[src/rtl/fbdiv_pkg.sv]
`timescale 1ns/1ps
package fbdiv_pkg;

  // Raise a requested ratio to the lowest legal value.
  function automatic logic [31:0] clamp_low(input logic [31:0] req,
                                            input logic [31:0] floor_val);
    return (req < floor_val) ? floor_val : req;
  endfunction

endpackage

[src/rtl/fbdiv_hold_stage.sv]
`timescale 1ns/1ps
module fbdiv_hold_stage #(
  parameter int CNT_W       = 15,
  parameter int MIN_RATIO   = 17,
  parameter int RESET_RATIO = 256
) (
  input  logic             clk,
  input  logic             rst_n,
  input  logic             wr_valid,
  input  logic [CNT_W-1:0] wr_ratio,
  output logic             wr_ready,
  output logic [CNT_W-1:0] hold_q
);
  import fbdiv_pkg::*;

  localparam logic [CNT_W-1:0] FLOOR = CNT_W'(MIN_RATIO);

  logic             ready_q;
  logic             fire;
  logic [CNT_W-1:0] clamped;

  assign wr_ready = ready_q;
  assign fire     = wr_valid && ready_q;
  assign clamped  = CNT_W'(clamp_low(32'(wr_ratio), 32'(FLOOR)));

  always_ff @(posedge clk) begin
    if (!rst_n) begin
      ready_q <= 1'b0;
      hold_q  <= CNT_W'(RESET_RATIO);
    end else begin
      ready_q <= 1'b1;
      if (fire) hold_q <= clamped;
    end
  end

  // a stored ratio is never below the floor
  p_clamp_floor_r4: assert property (@(posedge clk) disable iff (!rst_n)
    fire |=> hold_q >= FLOOR);
  // legal values are stored unchanged
  p_legal_kept_r4: assert property (@(posedge clk) disable iff (!rst_n)
    (fire && wr_ratio >= FLOOR) |=> hold_q == $past(wr_ratio));
  // without a handshake the holding stage is untouched
  p_hold_idle_r7: assert property (@(posedge clk) disable iff (!rst_n)
    !fire |=> $stable(hold_q));

endmodule

[src/rtl/fbdiv_active_stage.sv]
`timescale 1ns/1ps
module fbdiv_active_stage #(
  parameter int CNT_W       = 15,
  parameter int MIN_RATIO   = 17,
  parameter int RESET_RATIO = 256
) (
  input  logic             clk,
  input  logic             rst_n,
  input  logic             xfer,
  input  logic [CNT_W-1:0] hold_q,
  output logic [CNT_W-1:0] active_q,
  output logic [CNT_W-1:0] active_next
);

  assign active_next = xfer ? hold_q : active_q;

  always_ff @(posedge clk) begin
    if (!rst_n) active_q <= CNT_W'(RESET_RATIO);
    else        active_q <= active_next;
  end

  // the active ratio changes only at terminal count
  p_active_only_on_tc_r3: assert property (@(posedge clk) disable iff (!rst_n)
    !xfer |=> $stable(active_q));
  // at terminal count the active stage takes the held ratio
  p_active_takes_hold_r3: assert property (@(posedge clk) disable iff (!rst_n)
    xfer |=> active_q == $past(hold_q));
  // the active ratio stays legal
  p_active_legal_r4: assert property (@(posedge clk) disable iff (!rst_n)
    active_q >= CNT_W'(MIN_RATIO));

endmodule

[src/rtl/fbdiv_downcount.sv]
`timescale 1ns/1ps
module fbdiv_downcount #(
  parameter int CNT_W       = 15,
  parameter int RESET_RATIO = 256
) (
  input  logic             clk,
  input  logic             rst_n,
  input  logic [CNT_W-1:0] load_ratio,
  output logic             tc
);

  logic [CNT_W-1:0] cnt_q;

  assign tc = (cnt_q == '0);

  always_ff @(posedge clk) begin
    if (!rst_n)  cnt_q <= CNT_W'(RESET_RATIO);
    else if (tc) cnt_q <= load_ratio - 1'b1;
    else         cnt_q <= cnt_q - 1'b1;
  end

  // between terminal counts the counter steps down by one
  p_count_down_r2: assert property (@(posedge clk) disable iff (!rst_n)
    !tc |=> cnt_q == $past(cnt_q) - 1'b1);

endmodule

[src/rtl/fbdiv_halver.sv]
`timescale 1ns/1ps
module fbdiv_halver (
  input  logic clk,
  input  logic rst_n,
  input  logic tc,
  output logic half_q
);

  always_ff @(posedge clk) begin
    if (!rst_n)  half_q <= 1'b0;
    else if (tc) half_q <= ~half_q;
  end

  // halved output inverts after each pulse
  p_half_flip_r6: assert property (@(posedge clk) disable iff (!rst_n)
    tc |=> half_q != $past(half_q));
  // and holds otherwise
  p_half_hold_r6: assert property (@(posedge clk) disable iff (!rst_n)
    !tc |=> $stable(half_q));

endmodule

[src/rtl/fbdiv_dual_latch.sv]
`timescale 1ns/1ps
module fbdiv_dual_latch #(
  parameter int CNT_W       = 15,
  parameter int MIN_RATIO   = 17,
  parameter int RESET_RATIO = 256
) (
  input  logic             clk,
  input  logic             rst_n,
  input  logic             wr_valid,
  output logic             wr_ready,
  input  logic [CNT_W-1:0] wr_ratio,
  output logic             div_pulse,
  output logic             div_half
);

  localparam int MAX_RATIO = (1 << CNT_W) - 1;

  if (MIN_RATIO < 2 || MIN_RATIO > MAX_RATIO) begin : g_bad_min
    $error("MIN_RATIO out of range");
  end
  if (RESET_RATIO < MIN_RATIO || RESET_RATIO > MAX_RATIO) begin : g_bad_reset
    $error("RESET_RATIO out of range");
  end

  logic [CNT_W-1:0] hold_q;
  logic [CNT_W-1:0] active_q;
  logic [CNT_W-1:0] active_next;
  logic             tc;

  fbdiv_hold_stage #(
    .CNT_W(CNT_W), .MIN_RATIO(MIN_RATIO), .RESET_RATIO(RESET_RATIO)
  ) u_hold (
    .clk(clk), .rst_n(rst_n), .wr_valid(wr_valid), .wr_ratio(wr_ratio),
    .wr_ready(wr_ready), .hold_q(hold_q)
  );

  fbdiv_active_stage #(
    .CNT_W(CNT_W), .MIN_RATIO(MIN_RATIO), .RESET_RATIO(RESET_RATIO)
  ) u_active (
    .clk(clk), .rst_n(rst_n), .xfer(tc), .hold_q(hold_q),
    .active_q(active_q), .active_next(active_next)
  );

  fbdiv_downcount #(
    .CNT_W(CNT_W), .RESET_RATIO(RESET_RATIO)
  ) u_count (
    .clk(clk), .rst_n(rst_n), .load_ratio(active_next), .tc(tc)
  );

  fbdiv_halver u_half (
    .clk(clk), .rst_n(rst_n), .tc(tc), .half_q(div_half)
  );

  assign div_pulse = tc;

  // the divided output is a single-cycle pulse
  p_pulse_single_r2: assert property (@(posedge clk) disable iff (!rst_n)
    div_pulse |=> !div_pulse);
  // once ready, the port stays ready
  p_ready_sticky_r7: assert property (@(posedge clk) disable iff (!rst_n)
    wr_ready |=> wr_ready);
  // the active ratio only moves while a pulse is seen
  p_active_moves_at_pulse_r3: assert property (@(posedge clk) disable iff (!rst_n)
    (active_q != $past(active_q)) |-> $past(div_pulse));

endmodule

[config.mk]
export PLATFORM = sky130hd
export DESIGN_NAME = fbdiv_dual_latch
export DESIGN_NICKNAME = d
export VERILOG_FILES = /design/src/rtl/fbdiv_pkg.sv /design/src/rtl/fbdiv_hold_stage.sv /design/src/rtl/fbdiv_active_stage.sv /design/src/rtl/fbdiv_downcount.sv /design/src/rtl/fbdiv_halver.sv /design/src/rtl/fbdiv_dual_latch.sv
export SDC_FILE = /design/constraint.sdc
export NUM_CORES = 1
export LEC_CHECK = 0
export BUFFER_PORTS_ARGS = -buffer_cell sky130_fd_sc_hd__buf_2
export CAP_MARGIN = 20
export CORE_MARGIN = 3
export CORE_UTILIZATION = 25
export CTS_CLUSTER_DIAMETER = 100
export DETAILED_ROUTE_END_ITERATION = 7
export PLACE_DENSITY = 0.47
export SYNTH_ARGS = -nofsm -noshare
export SYNTH_HDL_FRONTEND = slang
export SYNTH_SLANG_ARGS = --single-unit
[constraint.sdc]
create_clock -name clk -period 3.33 [get_ports clk]
set_input_delay 0.666 -clock clk [delete_from_list [all_inputs] [get_ports clk]]
set_output_delay 0.666 -clock clk [all_outputs]
set_load 0.03 [all_outputs]
# == Word level (Yosys, flattened, before mapping) ==
# Cells that the tools add are included.
# totals
ff_bits,47
inputBits,18
output_inout_bits,3
word_cells,15
# op_classes
add_sub_neg,2
n_lt_le_gt_ge,1
n_mux,4
bitwise_logic,1
n_reduce_logical,2
# op_table
operator,count
$mux W15,3
$sub A15 B1 Y15 const B,2
$logic_not A15 Y1,1
$lt A15 B5 Y1 const B,1
$logic_and A1 B1 Y1,1
$mux W1,1
$not A1 Y1,1

# == Logic depth before layout (Yosys ltp) ==
# Gate-level depths: netlist of run 1.
# depth
word_depth,4
ltp_mapped,11

# == Hierarchy ==
# Synthesis of run 1 repeated with hierarchy kept, for this count alone.
# hier_totals
cells_unflattened,245
hier_area_um2,2278.4
# modules_own_cells
module,instances,cells_per_inst,area_per_inst_um2
fbdiv_downcount,1,119,945.9
fbdiv_hold_stage,1,74,651.9
fbdiv_active_stage,1,49,645.6
fbdiv_halver,1,3,35.0

# == Worst setup path before layout of run 1 ==
# OpenSTA, ideal clock, no wires.
# synth_path
path_kind,register to register
start,register u_count.cnt_q[0]
end,register u_count.cnt_q[14]
arrival_ps,2249
setup_slack_ps,955
stages_incl_launch_ff,12
n_path_buf,2
path_cell_list,dfxtp_1 -> nor4_4 -> nand4_4 -> inv_2 -> buf_4 -> buf_4 -> a21oi_1 -> ha_1 -> o2111ai_2 -> a211o_1 -> nor4_1 -> nor3_2
# synth_via
elab_chain_len,4
word_cells_on_any_way,5
classes_between,2 x add/sub; 2 x mux; 1 x reduce/logical
# synth_rtl
element,line,text
"start, declared",fbdiv_downcount.sv:12,logic [CNT_W-1:0] cnt_q;
"start signal, assigned",fbdiv_downcount.sv:17,if (!rst_n) cnt_q <= CNT_W'(RESET_RATIO);
"start signal, assigned",fbdiv_downcount.sv:18,else if (tc) cnt_q <= load_ratio - 1'b1;
"start signal, assigned",fbdiv_downcount.sv:19,else cnt_q <= cnt_q - 1'b1;
$logic_not A15 Y1 (*),fbdiv_downcount.sv:14,assign tc = (cnt_q == '0);
via div_pulse,fbdiv_dual_latch.sv:12,"output logic div_pulse,"
$mux W15,fbdiv_active_stage.sv:15,assign active_next = xfer ? hold_q : active_q;
$sub A15 B1 Y15,fbdiv_downcount.sv:18,
$mux W15 (*),fbdiv_downcount.sv:18,
# Mark *: on every way through the listed nets, which the timed path passes. The rest lies on a longest branch.
# A chain may end at the register's enable or synchronous reset.

# == Worst setup path in the final report of run 1 ==
# layout_path
start,register u_count.cnt_q[14]
end,output div_pulse
# layout_via
elab_chain_len,1
# layout_rtl
element,line
$logic_not A15 Y1,fbdiv_downcount.sv:14
"end, declared",fbdiv_dual_latch.sv:12
# No other way between the ends.

==> results of run 1 <==
layout by cell type (no fill, tap or decap), drive strengths merged, types with 2 or more instances in the layout:
cell type and n:
dfxtp 32, o21ai 5, xor2 5, inv 4
or4 2, a21o 2, o41ai 2, nor2 23
nor4 9, nand2 24, nand3 5, a21oi 20
and2 2, xnor2 6, a22oi 3, nand2b 2
nor3 7, buf 20, clkbuf 5, a41oi 4
o211ai 3, nor4b 4, nand4 3
cells by family (layout without fill, tap and decap cells):
logic type | count (synthesis) | in the layout
compound gates | 45 | 45
xor+xnor | 11 | 11
fa+ha+maj | 1 | 1
flops | 32 | 32
buf+inv | 12 | 32
simple gates | 85 | 85
cells in the mapped netlist:
| cell type | count | area, um2 |
|---|---|---|
| nand4_1 | 2 | 12.5 |
| and2_1 | 2 | 12.5 |
| o21ai_1 | 1 | 5.00 |
| buf_4 | 2 | 15.0 |
| a21o_1 | 2 | 15.0 |
| nor4_1 | 6 | 37.5 |
| nand4_4 | 1 | 21.3 |
| and3_1 | 1 | 6.26 |
| o211ai_1 | 3 | 22.5 |
| nand2b_1 | 2 | 12.5 |
| nor3b_1 | 1 | 7.51 |
| xor2_1 | 5 | 43.8 |
| nor4_4 | 3 | 63.8 |
| o31a_1 | 1 | 8.76 |
| nor4b_1 | 4 | 35.0 |
| clkbuf_1 | 6 | 22.5 |
| a22oi_1 | 3 | 22.5 |
| a21oi_1 | 20 | 100 |
| o221ai_2 | 1 | 15.0 |
| a41oi_1 | 3 | 26.3 |
| nor3_1 | 5 | 25.0 |
| o21ai_0 | 4 | 20.0 |
| nor3_2 | 2 | 20.0 |
| or3_1 | 1 | 6.26 |
| nand3_2 | 1 | 10.0 |
| inv_2 | 1 | 3.75 |
| nand2_1 | 24 | 90.1 |
| nor2_1 | 23 | 86.3 |
| dfxtp_1 | 32 | 641 |
| xnor2_1 | 6 | 52.6 |
| a211o_1 | 1 | 8.76 |
| nand3_1 | 4 | 20.0 |
| o31ai_1 | 1 | 7.51 |
| a31oi_1 | 1 | 6.26 |
| inv_1 | 3 | 11.3 |
| a41oi_2 | 1 | 16.3 |
| nand3b_1 | 1 | 7.51 |
| o2111ai_2 | 1 | 15.0 |
| o41ai_1 | 2 | 17.5 |
| or4_1 | 2 | 15.0 |
| ha_1 | 1 | 12.5 |
power breakdown:
| group | total (uW) | leakage (uW) | internal [uW] | switching, uW |
|---|---|---|---|---|
| clock network | 381 | 0.0000541 | 221 | 160 |
| registers | 501 | 0.000262 | 431 | 69.4 |
| logic | 379 | 0.000361 | 146 | 233 |
| total | 1260 | 0.000678 | 799 | 462 |
worst min-delay path: cells and delay by family, from the launching register on:
kind               cells  cell delay [ns]
AOI/OAI and AO/OA      1             0.05
DFF                    1             0.32
and+or+nand+nor        1             0.05
routing by layer:
metal | vias to the layer above | routed length [um] | GRT usage (%)
met5 | - | 0 | 0
met3 | 6 | 209 | 3.84
met1 | 646 | 2110 | 16.9
met2 | 43 | 1690 | 16.3
li1 | 717 | - | -
met4 | 0 | 62 | 4.75
sequential cells by signal, indices dropped and copies added, names as in the netlist:
| signal | flops |
|---|---|
| u_count.cnt_q | 15 |
| u_hold.wr_ready | 1 |
| u_half.half_q | 1 |
| u_hold.hold_q | 15 |
worst paths after layout:
kind                            cells past startpoint  slack, ns           endpoint              start
worst max-delay path                                4       0.78          div_pulse  u_count.cnt_q[14]
worst min-delay path                                2       0.47  u_hold.hold_q[14]  u_hold.hold_q[14]
worst max register to register                      9       0.85  u_count.cnt_q[14]   u_count.cnt_q[1]
worst min register to register                      2       0.47  u_hold.hold_q[14]  u_hold.hold_q[14]
cell type report:
type	count	area [um2]
inverters	4	15.0
multi-input cells	142	905
repair buffers	20	100
flip-flops and latches	32	641
clock buffers	5	68.8
fillers	662	4200
clock inverters	3	42.5
well taps	75	93.8
per-stage QoR:
stage	instances	worst slack (ns)	power (uW)
after floorplan	186	0.955	793
after global placement	273	0.974	895
after detailed placement	273	0.887	881
after CTS	281	0.790	1260
after global routing	281	0.663	1330
final	281	0.777	1260
==> key figures, run 1 <==
Run status
  • Status: finished clean

Layout
  • Nets@finish: 224
  • Area added between synthesis and finish: 16.8%
  • Util after Layout: 30.8%
  • Layout cells sized above 1: 18.9%
  • N_diodes: 0
  • Layout Cell Area excl Fill: 0.00187 mm2

STA
  • RSZ-0062 raised after global routing: no
  • Max Transition Viols Final: 0
  • Clock skew: 0.0115 ns
  • Max-slew headroom: 41.0%
  • Worst-Margin Slew: 0.884 ns
  • Fmax: 0.392 GHz
  • Final hold violation count: 0
  • Tmin final: 2.55 ns
  • WHS: 0.467 ns
  • Final Setup Violations: 0
  • Period utilization: 76.7%
  • Setup TNS: 0 ns

Setup path
  • WP buf/inv: 2
  • Cell family with most CP delay: simple AND/OR/NAND/NOR gates
  • Worst-path maximum fanout: 13
  • Critical path data arrival time: 1.89 ns
  • Startpoint type of the worst setup path: flop
  • Setup crit end kind: primary output
  • WS Path Type: reg2out
  • Critical Path RT: 2.66 ns
  • Critical path cell sequence: nor4_4, nand4_4, inv_2, buf_2
  • Slowest-stage cell, CP: nor4_4
  • Slowest stage delay, CP: 0.56 ns

Synth
  • Seq/Total Area, Yosys: 40.1%
  • Mux contribution to synthesized area: 0%
  • Avg Cell Area, Syn: 8.59 um2
  • Syn Nets: 205
  • YS warnings: 0
  • Compound-gate portion of the synthesized area: 19.2%
  • Synth unique cells: 41
  • Largest family of logic cells by synthesized area: simple AND/OR/NAND/NOR gates
  • Synthesized instance count: 186
  • Flops & latches, synth: 32
  • Simple-gate share of the synthesized area: 30.6%
  • Post-Synth Adder-Cell Area: 0.783%
  • XOR/XNOR Fraction of Synth Area: 6.03%
  • Mapped Area: 0.00160 mm2

Job
  • Max-Cap Viols: 0

CTS
  • Post-CTS Hold Buffers: 0
  • Setup Fix Bufs, Post-CTS: 0
  • Clk sinks: 32
  • CTS tree: built
  • Post-CTS Resized: 0
  • Clock Pin Slew Worst Setup and Hold Paths: 0.07 ns
  • CTS Buffer Depth: 2
  • H-tree levels: 2
  • CTS Root Buffer Type: clkbuf_8
  • Later-pin clock latency in the skew report: 0.29 ns
  • TritonCTS Buffers: 5

GRT
  • Initial antenna violation count: 0
  • Total gr overflow: 0
  • First-pass GRT wire length: 6800 um
  • All-layer global routing usage: 11.9%
  • Vias in the first global route: 1362
  • Largest net degree at the start of global routing: 27

Detailed routing
  • Via density per instance: 5.02
  • Pre-antenna DRT Iters: 4
  • Wire per inst: 14.5 um
  • Drt drc: 0
  • Final wirelength: 4070 um
  • Post-DRT Antenna Nets: 0
  • Vias: 1412
  • DR iter-0 viols: 156

Placed design
  • # port buffers: 20
  • Final HPWL DP: 2980 um
  • RD Place Congestion: 0.842
  • Post-DP Area: 0.00175 mm2

Floorplanning
  • Chip height: 85.9 um
  • Initial Utilization: 26.4%
  • Row count: 28
  • Area of the die: 0.00739 mm2
  • Die width: 85.9 um
  • Top Ports: 21
  • Core area: 0.00606 mm2

Pwr
  • Worst IR drop on VDD: 0.205 mV
  • Power density cells: 676 mW/mm2
  • LEAKAGE: 0.000678 uW

Worst hold path
  • Worst Hold Class: reg2reg
(Power assumes the default switching activity.)
==> run 2: changes to the inputs <==
clock period = 2.53 ns   (was 3.33 ns; I/O delays follow)
==> key figures, run 2 (synthesis results as in run 1) <==
Placed design
  • # port buffers: 20 (unchanged)
  • RD Place Congestion: 0.819 (-2.8%)
  • Final HPWL DP: 2940 um (-1.4%)

Run status
  • Status: finished clean

Setup path
  • Slowest stage delay, CP: 0.54 ns (-0.02 ns)
  • Slowest-stage cell, CP: nor4_4
  • WP buf/inv: 3 (+1)
  • Critical path cell sequence: nor4_4, nand4_4, inv_2, buf_4, buf_2
  • Cell family with most CP delay: simple AND/OR/NAND/NOR gates
  • Setup crit end kind: primary output
  • WS Path Type: reg2out
  • Critical path data arrival time: 1.89 ns (about the same)
  • Worst-path maximum fanout: 11 (-2)
  • Startpoint type of the worst setup path: flop
  • Critical Path RT: 2.02 ns (-0.64 ns)

CTS
  • CTS Buffer Depth: 2 (unchanged)
  • Post-CTS Hold Buffers: 0 (unchanged)
  • Later-pin clock latency in the skew report: 0.28 ns (about the same)
  • TritonCTS Buffers: 5 (unchanged)
  • H-tree levels: 2 (unchanged)
  • Setup Fix Bufs, Post-CTS: 0 (unchanged)
  • Clk sinks: 32 (unchanged)
  • CTS Root Buffer Type: clkbuf_8
  • Clock Pin Slew Worst Setup and Hold Paths: 0.07 ns (about the same)
  • CTS tree: built

Pwr
  • Sw frac: 36.6% (about the same)
  • Clk pwr share: 26.7% (-3.5 points)
  • Pwr Total: 1590 uW (+26%)
  • Net Switching: 584 uW (+26%)
  • LEAKAGE: 0.000685 uW (+1.0%)
  • Internal power: 1010 uW (+26%)
  • Worst IR drop on VDD: 0.259 mV (+27%)
  • Gate power share: 31.6% (+1.5 points)
  • Seq pwr share: 41.7% (+2.0 points)
  • Power density cells: 851 mW/mm2 (+26%)

Detailed routing
  • Drt drc: 0 (unchanged)
  • Final wirelength: 3990 um (-2.0%)
  • DR iter-0 viols: 102 (-35%)
  • Post-DRT Antenna Nets: 0 (unchanged)
  • Vias: 1436 (+1.7%)
  • Wire per inst: 14.1 um (-2.4%)
  • Via density per instance: 5.09 (+1.3%)
  • Pre-antenna DRT Iters: 4 (unchanged)

STA
  • Clock skew: 0.00415 ns (-0.00732 ns)
  • Max-slew headroom: 61.7% (+21 points)
  • Final hold violation count: 0 (unchanged)
  • Tmin final: 2.40 ns
  • Max Transition Viols Final: 0 (unchanged)
  • Period utilization: 94.9%
  • RSZ-0062 raised after global routing: no
  • Worst-Margin Slew: 0.569 ns (-0.314 ns)
  • Final Setup Violations: 0 (unchanged)
  • Fmax: 0.417 GHz
  • Setup TNS: 0 ns (unchanged)

GRT
  • Vias in the first global route: 1455 (+6.8%)
  • First-pass GRT wire length: 6850 um (+0.71%)
  • Largest net degree at the start of global routing: 27 (unchanged)
  • Initial antenna violation count: 0 (unchanged)
  • All-layer global routing usage: 11.6% (-0.28 points)
  • Total gr overflow: 0 (unchanged)

Layout
  • Layout fillers: 674 (+1.8%)
  • Layout cells sized above 1: 19.3% (+0.39 points)
  • Most common cell after layout, fill and taps aside: dfxtp_1
  • Biggest regs: u_count.cnt_q: 15 flops, u_hold.hold_q: 15 flops
  • Nets@finish: 226 (+0.89%)
  • Sequential cell area: 641 um2 (unchanged)
  • Commonest non-fill, non-tap cells in the layout: dfxtp_1, nand2_1, nor2_1
  • N_diodes: 0 (unchanged)
  • Area of the multi-input gates: 911 um2 (+0.69%)
  • Area added between synthesis and finish: 17.1%

Floorplanning
  • Core area: 0.00606 mm2 (unchanged)
  • Initial Utilization: 26.4% (unchanged)
  • Die width: 85.9 um (unchanged)
  • Area of the die: 0.00739 mm2 (unchanged)
  • Row count: 28 (unchanged)
  • Top Ports: 21 (unchanged)
  • Chip height: 85.9 um (unchanged)

Worst hold path
  • Worst Hold Class: in2reg

Job
  • Max-Cap Viols: 0 (unchanged)
run 2: changes by cell type in the layout (fill, tap and decap cells not counted), sizes merged:
| cell | delta |
|---|---|
| clkinvlp | -1 |
| clkinv | -1 |
| clkbuf | +2 |
| buf | +2 |
| bufinv | -1 |
run 2: final timing paths:
path              slack (ns)               from                 to  cells past startpoint
setup / recovery        0.13   u_count.cnt_q[1]          div_pulse                      5
hold / removal          0.44              rst_n    u_hold.wr_ready                      1
setup reg to reg        0.19   u_count.cnt_q[1]  u_count.cnt_q[14]                      9
hold reg to reg         0.46  u_hold.hold_q[14]  u_hold.hold_q[14]                      2
run 2: cell type report:
class | instances | area share, %
clock buffers | 7 | 5.15
repair buffers | 22 | 6.15
well taps | 75 | 5.01
inverters | 4 | 0.802
multi-input cells | 142 | 48.7
flip-flops and latches | 32 | 34.2
run 2: timing repair:
| action | in CTS | in global routing |
|---|---|---|
| resized for setup | 0 | 1 |
| setup endpoints to repair | 0 | 1 |
| endpoints found under the hold margin | 0 | 0 |
run 2: power groups by stage:
stage / Clock [uW] / Combinational, uW / Sequential [uW]
after global placement: 0 / 508 / 667
after global routing: 467 / 563 / 673
after floorplan: 0 / 393 / 650
after CTS: 436 / 499 / 657
final: 425 / 504 / 664
after detailed placement: 0 / 497 / 666
run 2: metrics by stage:
stage	util [%]	hold slack [ns]	area, um2	cells	setup slack, ns
4_1_cts	30.8	0.424	1870	282	0.114
5_1_grt	30.9	0.424	1870	282	0.00546
6_report	30.9	0.440	1870	282	0.129
2_1_floorplan	-	0.432	1600	186	0.155
3_5_place_dp	29.2	0.456	1770	275	0.224
3_3_place_gp	29.2	0.453	1770	275	0.325
run 2: worst reg2reg max path, cell delays in order, from the launching register on:
cell and delay, ns:
dfxtp_1 0.47, nor4_4 0.13, nand4_4 0.14, inv_2 0.05, a21oi_1 0.18, ha_1 0.26
o2111ai_2 0.19, a211o_1 0.37, nor4_1 0.36, nor3_2 0.07
run 2: metal layers:
metal | part of all wire (%) | track usage [%]
met5 | 0 | 0
met4 | 2.5 | 5.61
met3 | 4.6 | 3.46
met2 | 44 | 17.7
met1 | 49 | 14.9
==> run 3: changes to the inputs <==
CTS_CLUSTER_DIAMETER = unset   (was 100)
RECOVER_POWER = 100   (was unset)
SLEW_MARGIN = 20   (was unset)
==> key figures, run 3 (synthesis results as in run 1) <==
Layout
  • Nets@finish: 226 (unchanged)
  • Area added between synthesis and finish: 16.4%
  • Commonest non-fill, non-tap cells in the layout: dfxtp_1, nand2_1, nor2_1
  • Layout cells sized above 1: 16.9% (-2.4 points)
  • N_diodes: 0 (unchanged)
  • Most common cell after layout, fill and taps aside: dfxtp_1
  • Util after Layout: 30.7% (-0.19 points)
  • Layout fillers: 676 (+0.30%)
  • Area of the multi-input gates: 905 um2 (-0.69%)
  • Sequential cell area: 641 um2 (unchanged)
  • Layout Cell Area excl Fill: 0.00186 mm2 (-0.60%)
  • Biggest regs: u_count.cnt_q: 15 flops, u_hold.hold_q: 15 flops

Floorplanning
  • Top Ports: 21 (unchanged)
  • Core area: 0.00606 mm2 (unchanged)
  • Initial Utilization: 26.4% (unchanged)
  • Area of the die: 0.00739 mm2 (unchanged)
  • Row count: 28 (unchanged)
  • Chip height: 85.9 um (unchanged)
  • Die width: 85.9 um (unchanged)

STA
  • Fmax: 0.419 GHz (+0.70%)
  • Worst-Margin Slew: 0.607 ns (+0.0370 ns)
  • Period utilization: 94.2% (-0.66 points)
  • Final Setup Violations: 0 (unchanged)
  • Max Transition Viols Final: 0 (unchanged)
  • Max-slew headroom: 59.5% (-2.2 points)
  • Clock skew: 0.00446 ns (+0.000308 ns)
  • Tmin final: 2.38 ns (-0.0167 ns)
  • Smallest setup slack after layout: 0.146 ns (+0.0167 ns)
  • Setup TNS: 0 ns (unchanged)
  • RSZ-0062 raised after global routing: no
  • WHS: 0.444 ns (+0.00392 ns)
  • Final hold violation count: 0 (unchanged)

CTS
  • Later-pin clock latency in the skew report: 0.28 ns (about the same)
  • TritonCTS Buffers: 5 (unchanged)
  • Post-CTS Hold Buffers: 0 (unchanged)
  • H-tree levels: 2 (unchanged)
  • Post-CTS Resized: 0 (unchanged)
  • Setup Fix Bufs, Post-CTS: 0 (unchanged)
  • CTS Buffer Depth: 2 (unchanged)
  • CTS Root Buffer Type: clkbuf_8
  • Clk sinks: 32 (unchanged)
  • Clock Pin Slew Worst Setup and Hold Paths: 0.07 ns (about the same)
  • CTS tree: built

Placed design
  • RD Place Congestion: 0.819 (unchanged)
  • Final HPWL DP: 2940 um (unchanged)
  • Post-placement setup slack: 0.224 ns (unchanged)
  • # port buffers: 20 (unchanged)
  • Post-DP Area: 0.00177 mm2 (unchanged)

GRT
  • All-layer global routing usage: 11.6% (unchanged)
  • Total gr overflow: 0 (unchanged)
  • Largest net degree at the start of global routing: 27 (unchanged)
  • Initial antenna violation count: 0 (unchanged)
  • Vias in the first global route: 1455 (unchanged)
  • First-pass GRT wire length: 6850 um (unchanged)

Setup path
  • WS Path Type: reg2out
  • Worst-path maximum fanout: 11 (unchanged)
  • Critical path data arrival time: 1.88 ns (about the same)
  • Critical Path RT: 2.02 ns (about the same)
  • Setup crit end kind: primary output
  • Startpoint type of the worst setup path: flop

Detailed routing
  • Drt drc: 0 (unchanged)
  • Post-DRT Antenna Nets: 0 (unchanged)
  • Vias: 1455 (+1.3%)
  • Via density per instance: 5.16 (+1.3%)
  • Pre-antenna DRT Iters: 4 (unchanged)
  • Final wirelength: 3990 um (-0.13%)
  • Wire per inst: 14.1 um (-0.13%)
  • DR iter-0 viols: 115 (+13%)

Pwr
  • LEAKAGE: 0.000671 uW (-2.0%)
  • Sw frac: 36.5% (-0.14 points)
  • Seq pwr share: 41.9% (+0.2 points)
  • Internal power: 1010 uW (-0.26%)
  • Net Switching: 579 uW (-0.84%)
  • Clk pwr share: 26.7% (about the same)
  • Worst IR drop on VDD: 0.259 mV (-0.16%)
  • Power density cells: 852 mW/mm2 (+0.13%)
  • Gate power share: 31.4% (-0.2 points)

Worst hold path
  • Worst Hold Class: in2reg

Run status
  • Status: finished clean

Job
  • Max-Cap Viols: 0 (unchanged)
[run 3: changes by cell type in the layout (fill, tap and decap cells not counted)]
cell	delta
o221ai_1	+1
and2_0	+1
buf_2	-4
clkbuf_1	+4
o221ai_2	-1
and2_1	-1
[run 3: metrics by stage]
stage	power (uW)	std cells
floorplan	1040	186
global placement	1170	275
detailed placement	1160	275
CTS	1590	282
global route	1700	282
finish	1590	282
[run 3: area by class of cell]
class                      count  share of cell area [%]
timing repair buffer          22                    5.92
sequential                    32                    34.4
tap                           75                    5.04
inverter                       4                   0.807
multi-input combinational    142                    48.6
clock buffer                   7                    5.18
[run 3: final timing paths]
path | start | to | slack, ns | cells after the start
worst max-delay path | u_count.cnt_q[14] | div_pulse | 0.15 | 5
worst min register to register | u_hold.hold_q[14] | u_hold.hold_q[14] | 0.46 | 2
worst max register to register | u_count.cnt_q[0] | u_count.cnt_q[14] | 0.21 | 9
worst min-delay path | wr_ratio[8] | u_hold.hold_q[8] | 0.44 | 3
[run 3: power by group through the flow]
| stage | registers, uW | clock network, uW | logic [uW] |
|---|---|---|---|
| floorplan | 650 | 0 | 393 |
| detailed placement | 666 | 0 | 497 |
| global placement | 667 | 0 | 508 |
| global route | 673 | 467 | 558 |
| finish | 664 | 424 | 498 |
| CTS | 657 | 436 | 499 |
[run 3: worst max-delay path, stage by stage, from the launching register on]
cell and delay, ns:
dfxtp_1 0.35, nor4_4 0.57, nand4_4 0.17, inv_2 0.10
buf_4 0.18, buf_2 0.22
[run 3: layer usage]
layer | part of all wire (%) | wire length, um | GRT usage [%]
met5 | 0 | 0 | 0
met4 | 2.5 | 98 | 5.61
met3 | 4.7 | 187 | 3.46
met2 | 44 | 1770 | 17.7
met1 | 48 | 1930 | 14.9
